--- config.mk ---
export PLATFORM = sky130hd
export DESIGN_NAME = psr_unit
export DESIGN_NICKNAME = d
export VERILOG_FILES = /design/src/rtl/psr_pkg.sv /design/src/rtl/psr_ctrl.sv /design/src/rtl/psr_dp.sv /design/src/rtl/psr_unit.sv
export SDC_FILE = /design/constraint.sdc
export NUM_CORES = 1
export LEC_CHECK = 0
export BUFFER_PORTS_ARGS = -buffer_cell sky130_fd_sc_hd__buf_2
export CORE_MARGIN = 3
export CORE_UTILIZATION = 39
export DETAILED_ROUTE_END_ITERATION = 12
export PLACE_DENSITY = 0.59
export SETUP_SLACK_MARGIN = 0.4
export SYNTH_ARGS = -nofsm -noshare
export SYNTH_HDL_FRONTEND = slang
export SYNTH_SLANG_ARGS = --single-unit
--- constraint.sdc ---
create_clock -name clk -period 3.1 [get_ports clk]
set_input_delay 0.155 -clock clk [delete_from_list [all_inputs] [get_ports clk]]
set_output_delay 0.155 -clock clk [all_outputs]
set_load 0.1 [all_outputs]
--- src/rtl/psr_pkg.sv ---
package psr_pkg;
  localparam int XLEN      = 32;
  localparam int MODE_W    = 5;
  localparam int NUM_BANKS = 5;
  localparam int BANK_W    = 3;
  localparam logic [BANK_W-1:0] BANK_NONE = 3'd7;

  localparam logic [MODE_W-1:0] MODE_USR  = 5'b10000;
  localparam logic [MODE_W-1:0] MODE_FIQ  = 5'b10001;
  localparam logic [MODE_W-1:0] MODE_IRQ  = 5'b10010;
  localparam logic [MODE_W-1:0] MODE_SVC  = 5'b10011;
  localparam logic [MODE_W-1:0] MODE_ABT  = 5'b10111;
  localparam logic [MODE_W-1:0] MODE_UND  = 5'b11011;
  localparam logic [MODE_W-1:0] MODE_SAFE = 5'b00000;

  typedef struct packed {
    logic excEntry;
    logic restore;
    logic msrCur;
    logic msrSaved;
    logic msrFlags;
    logic msrCtrl;
    logic aluFlags;
  } psr_strobe_t;

  function automatic logic [MODE_W-1:0] decodeMode(input logic [MODE_W-1:0] m);
    case (m)
      MODE_FIQ, MODE_IRQ, MODE_SVC, MODE_ABT, MODE_UND, MODE_SAFE: decodeMode = m;
      default: decodeMode = MODE_USR;
    endcase
  endfunction

  function automatic logic [BANK_W-1:0] bankOf(input logic [MODE_W-1:0] m);
    case (m)
      MODE_FIQ: bankOf = 3'd0;
      MODE_IRQ: bankOf = 3'd1;
      MODE_SVC: bankOf = 3'd2;
      MODE_ABT: bankOf = 3'd3;
      MODE_UND: bankOf = 3'd4;
      default:  bankOf = BANK_NONE;
    endcase
  endfunction
endpackage

--- src/rtl/psr_ctrl.sv ---
module psr_ctrl
  import psr_pkg::*;
(
  input  logic        wrValid,
  input  logic        wrSaved,
  input  logic        wrMaskFlags,
  input  logic        wrMaskCtrl,
  input  logic        excValid,
  input  logic        restoreReq,
  input  logic        flagsWe,
  input  logic        privileged,
  output psr_strobe_t strb
);
  logic msrNop;
  logic msrGo;

  always_comb begin
    msrNop = (!wrMaskFlags && !wrMaskCtrl) ||
             (!privileged && (wrSaved || (!wrMaskFlags && wrMaskCtrl)));
    msrGo  = wrValid && !msrNop;

    strb.excEntry = excValid;
    strb.restore  = !excValid && restoreReq && privileged;
    strb.msrCur   = !excValid && !strb.restore && msrGo && !wrSaved;
    strb.msrSaved = !excValid && msrGo && wrSaved;
    strb.msrFlags = wrMaskFlags;
    strb.msrCtrl  = wrMaskCtrl && privileged;
    strb.aluFlags = flagsWe && !excValid && !strb.restore && !strb.msrCur;
  end
endmodule

--- src/rtl/psr_dp.sv ---
module psr_dp
  import psr_pkg::*;
#(
  parameter int          IMM_W    = 8,
  parameter int          ROT_W    = 4,
  parameter logic [7:0]  RST_CTRL = 8'hD3
) (
  input  logic              clk,
  input  logic              rst_n,
  input  psr_strobe_t       strb,
  input  logic              wrUseImm,
  input  logic [IMM_W-1:0]  wrImm8,
  input  logic [ROT_W-1:0]  wrRot,
  input  logic [XLEN-1:0]   wrRegVal,
  input  logic              rdSaved,
  input  logic [MODE_W-1:0] excMode,
  input  logic              excFiqDis,
  input  logic [3:0]        flagsIn,
  output logic [XLEN-1:0]   cpsrQ,
  output logic [XLEN-1:0]   rdData,
  output logic [MODE_W-1:0] curMode,
  output logic              privileged
);
  localparam int SH_W = ROT_W + 2;

  logic [XLEN-1:0]   savedQ [NUM_BANKS];
  logic [XLEN-1:0]   curSaved;
  logic [XLEN-1:0]   immExt;
  logic [XLEN-1:0]   srcVal;
  logic [XLEN-1:0]   baseVal;
  logic [XLEN-1:0]   merged;
  logic [XLEN-1:0]   cpsrNext;
  logic [SH_W-1:0]   shAmt;
  logic [BANK_W-1:0] curBank;
  logic [BANK_W-1:0] excBank;

  assign curMode    = decodeMode(cpsrQ[MODE_W-1:0]);
  assign privileged = (curMode != MODE_USR) && (curMode != MODE_SAFE);
  assign curBank    = bankOf(curMode);
  assign excBank    = bankOf(excMode);

  always_comb begin
    curSaved = cpsrQ;
    for (int b = 0; b < NUM_BANKS; b++)
      if (curBank == BANK_W'(b)) curSaved = savedQ[b];
  end

  assign rdData = rdSaved ? curSaved : cpsrQ;

  always_comb begin
    immExt  = XLEN'(wrImm8);
    shAmt   = {1'b0, wrRot, 1'b0};
    srcVal  = wrUseImm ? ((immExt >> shAmt) | (immExt << (SH_W'(XLEN) - shAmt)))
                       : wrRegVal;
    baseVal = strb.msrSaved ? curSaved : cpsrQ;
    merged  = {strb.msrFlags ? srcVal[31:28] : baseVal[31:28],
               baseVal[27:8],
               strb.msrCtrl ? srcVal[7:0] : baseVal[7:0]};
  end

  always_comb begin
    cpsrNext = cpsrQ;
    if (strb.excEntry)
      cpsrNext = {cpsrQ[31:8], 1'b1, excFiqDis, cpsrQ[5], excMode};
    else if (strb.restore)
      cpsrNext = curSaved;
    else if (strb.msrCur)
      cpsrNext = merged;
    else if (strb.aluFlags)
      cpsrNext = {flagsIn, cpsrQ[27:0]};
  end

  always_ff @(posedge clk or negedge rst_n) begin
    if (!rst_n) cpsrQ <= {{(XLEN-8){1'b0}}, RST_CTRL};
    else        cpsrQ <= cpsrNext;
  end

  for (genvar g = 0; g < NUM_BANKS; g++) begin : g_bank
    always_ff @(posedge clk or negedge rst_n) begin
      if (!rst_n)
        savedQ[g] <= '0;
      else if (strb.excEntry && excBank == BANK_W'(g))
        savedQ[g] <= cpsrQ;
      else if (strb.msrSaved && curBank == BANK_W'(g))
        savedQ[g] <= merged;
    end
  end
endmodule

--- src/rtl/psr_unit.sv ---
module psr_unit
  import psr_pkg::*;
#(
  parameter int         IMM_W    = 8,
  parameter int         ROT_W    = 4,
  parameter logic [7:0] RST_CTRL = 8'hD3
) (
  input  logic              clk,
  input  logic              rst_n,
  input  logic              wrValid,
  input  logic              wrSaved,
  input  logic              wrUseImm,
  input  logic              wrMaskFlags,
  input  logic              wrMaskCtrl,
  input  logic [IMM_W-1:0]  wrImm8,
  input  logic [ROT_W-1:0]  wrRot,
  input  logic [31:0]       wrRegVal,
  input  logic              rdSaved,
  output logic [31:0]       rdData,
  input  logic              excValid,
  input  logic [4:0]        excMode,
  input  logic              excFiqDis,
  input  logic              restoreReq,
  input  logic              flagsWe,
  input  logic [3:0]        flagsIn,
  output logic [31:0]       cpsr,
  output logic [4:0]        curMode,
  output logic              privileged
);
  psr_strobe_t strb;

  psr_ctrl u_ctrl (
    .wrValid(wrValid), .wrSaved(wrSaved), .wrMaskFlags(wrMaskFlags),
    .wrMaskCtrl(wrMaskCtrl), .excValid(excValid), .restoreReq(restoreReq),
    .flagsWe(flagsWe), .privileged(privileged), .strb(strb)
  );

  psr_dp #(.IMM_W(IMM_W), .ROT_W(ROT_W), .RST_CTRL(RST_CTRL)) u_dp (
    .clk(clk), .rst_n(rst_n), .strb(strb), .wrUseImm(wrUseImm),
    .wrImm8(wrImm8), .wrRot(wrRot), .wrRegVal(wrRegVal), .rdSaved(rdSaved),
    .excMode(excMode), .excFiqDis(excFiqDis), .flagsIn(flagsIn),
    .cpsrQ(cpsr), .rdData(rdData), .curMode(curMode), .privileged(privileged)
  );
endmodule

==> run metrics <==
outcome=completed; Die Ht=175 um; Leak=0.00661 uW; Post-Synth XOR/XNOR Area=0.000789; CTS Buf Count=17; Post-Syn Nets=1336; total number of vias=11600; largest net degree at the start of global routing=91; simple-gate share of the synthesized area=0.128; cell count after synthesis=1270; core box area=27900 sq um; fillcell total=2475; FF+latch count, synth=192; Max-Cap Viols=0; RSZ-0062 raised after global routing=true; ys async rst share=1.00; Post-synth EDFFs=0; worst hold path type=in2reg; Netlist cell types=84; Avg WL per Cell=24.2 um; startpoint types=flop; VDD IR-drop max=0.774 mV; post-route ant nets=0; drt via density=6.35; Max-slew headroom=0.375; Final #Nets=1510; port bufs=114; critical path class=reg2out; Compound-Gate Fraction of Synth Area=0.329; final setup fails=0; Setup WS pre-CTS=118 ps; share of the synthesized area in the top cell type=0.421; area growth from synthesis to layout=39.6%; Setup Skew=15.2 ps; Initial Util=0.398; Synth Warn #=0; CTS sink count=192; Slew @ Worst Pin=938 ps; post-synth top area cell=dfrtp_1; Detailed Route WL=44300 um; final instance area=15500 sq um; die width=175 um; clock latency on the worst-skew pair=450 ps; Worst-path clk slew=80 ps; mux cell area share after synthesis=0.0395; layout cells sized above 1=0.344; DR iter-0 viols=1646; drt pass-1 iters=6; ant diodes=0; final hold viol count=0; dpl cell area=12900 sq um; WP data required=2940 ps; CTS tree=yes; most common flop cell mapped by yosys=dfrtp_1; Slew Viols, Final=0; Critical Path AT=2770 ps; Worst Setup End Kind=output port; commonest non-fill, non-tap cells in the layout=dfrtp_1, o21ai_0, a22oi_1; PD cells=796 nW/um^2; Worst Path Max Fanout=8; Site Rows=61; setup tns final=0 ps; Fmax=0.342 GHz; final worst slack=173 ps; synthesized area=11100 sq um; dpl hpwl=25400 um; Reg area=4830 sq um; Root Buffer=clkbuf_16; largest family of logic cells by synthesized area=compound AO/OA/AOI/OAI gates; H-tree depth=4; fin crit share=0.944; vias in the first global route=10900; I/O pins=135; GRT overflow=0; initial antenna violation count=0; first-pass GRT wire length=66600 um; commonest non-fill, non-tap cell in the layout=dfrtp_1; Avg Inst Size Synth=8.75 sq um; gr usage total=0.280; gpl congestion=0.894; Max Root-Sink Buffers=2; largest cells by area after synthesis=dfrtp_1, a22oi_1, o21ai_0, nor2_1, nand2_1; min Tclk post-route=2930 ps; drt drc=0; footprint of the multi-input gates=6710 sq um; Post-Synth Adder-Cell Area=0.00113; Die Area=30500 sq um; share of the yosys chip area belonging to registers=0.433
layer usage:
metal,vias to the layer above,track usage,wire [um]
li1,5062,-,-
met1,5719,0.390,18300
met2,754,0.425,20400
met3,112,0.0648,4340
met4,0,0.107,1360
met5,-,0,0
area by class of cell:
class / count / area share
flip-flops and latches: 192 / 0.311
clock buffers: 18 / 0.0277
clock inverters: 14 / 0.0102
inverters: 33 / 0.00847
multi-input cells: 913 / 0.433
well taps: 378 / 0.0305
repair buffers: 287 / 0.179
cells by family after synthesis:
logic type / Yosys count
simple gates: 302
compound gates: 564
mux: 43
xor+xnor: 1
fa+ha+maj: 1
buf+inv: 167
flops: 192
timing repair:
action                                  CTS  global route
resized for setup                       164            89
setup buffers                            48            38
endpoints found under the hold margin    83             0
pin swaps                                38            42
hold buffers                              1             0
cloned                                    8             1
endpoints found under the setup margin  122           107
metrics by stage:
| step | std cells | hold WS [ps] | total power [uW] | util |
|---|---|---|---|---|
| after floorplan | 1270 | -141 | 7730 | - |
| after global placement | 1707 | 295 | 8920 | 0.462 |
| after detailed placement | 1707 | 293 | 8990 | 0.462 |
| after CTS | 1796 | 0.642 | 12000 | 0.528 |
| after global routing | 1835 | 9.53 | 12900 | 0.555 |
| final | 1835 | 10.0 | 12300 | 0.555 |
worst max-delay path: stages, from the launching register on:
cell and delay [ps]:
dfstp_4 660, or3b_4 470, nor2_8 240, buf_6 160
a221o_1 200, o2111ai_4 140, mux2i_4 230, buf_12 210
report_power, final:
| part | internal (uW) | switching, uW |
|---|---|---|
| combinational | 2180 | 4000 |
| clock | 1090 | 1160 |
| sequential | 3180 | 738 |
cells in the mapped netlist, types with 3 or more instances:
library cell,number
a21o_1,6
buf_4,3
a21oi_4,3
nor3_1,11
o21ai_0,181
a32oi_1,4
mux2i_1,36
dfstp_2,5
buf_6,7
nor3b_1,4
mux2_2,7
or4_1,3
a31oi_1,32
and2_1,6
nor2b_1,8
o211ai_1,8
o22ai_1,38
nand4_1,3
o21a_1,4
o21ai_1,48
a22oi_1,162
or3_1,6
inv_1,33
buf_1,4
o22a_1,4
nand3_1,13
dfrtp_1,187
o21bai_1,4
nand3b_1,8
nor2_1,107
a21oi_1,30
and3_1,4
o21ai_2,3
clkbuf_1,69
nand2b_1,8
buf_2,33
clkbuf_2,18
nand2_1,100
final timing paths:
path                             startpoint               end  slack (ps)  cells past startpoint
setup / recovery              u_dp.cpsrQ[4]         rdData[5]         170                      7
hold / removal                   excMode[0]     u_dp.cpsrQ[0]          10                      3
setup reg to reg              u_dp.cpsrQ[4]    u_dp.savedQ[5]         310                      9
hold reg to reg            u_dp.savedQ[114]  u_dp.savedQ[114]         510                      2
max in group asynchronous             rst_n   u_dp.savedQ[67]        1840                      3
min in group asynchronous             rst_n    u_dp.cpsrQ[29]         370                      2
registers in the layout, summed over array words and instances, names as in the netlist:
signal	cells
u_dp.cpsrQ	32
u_dp.savedQ	160
No activity file was read; power rests on OpenSTA's default activity.
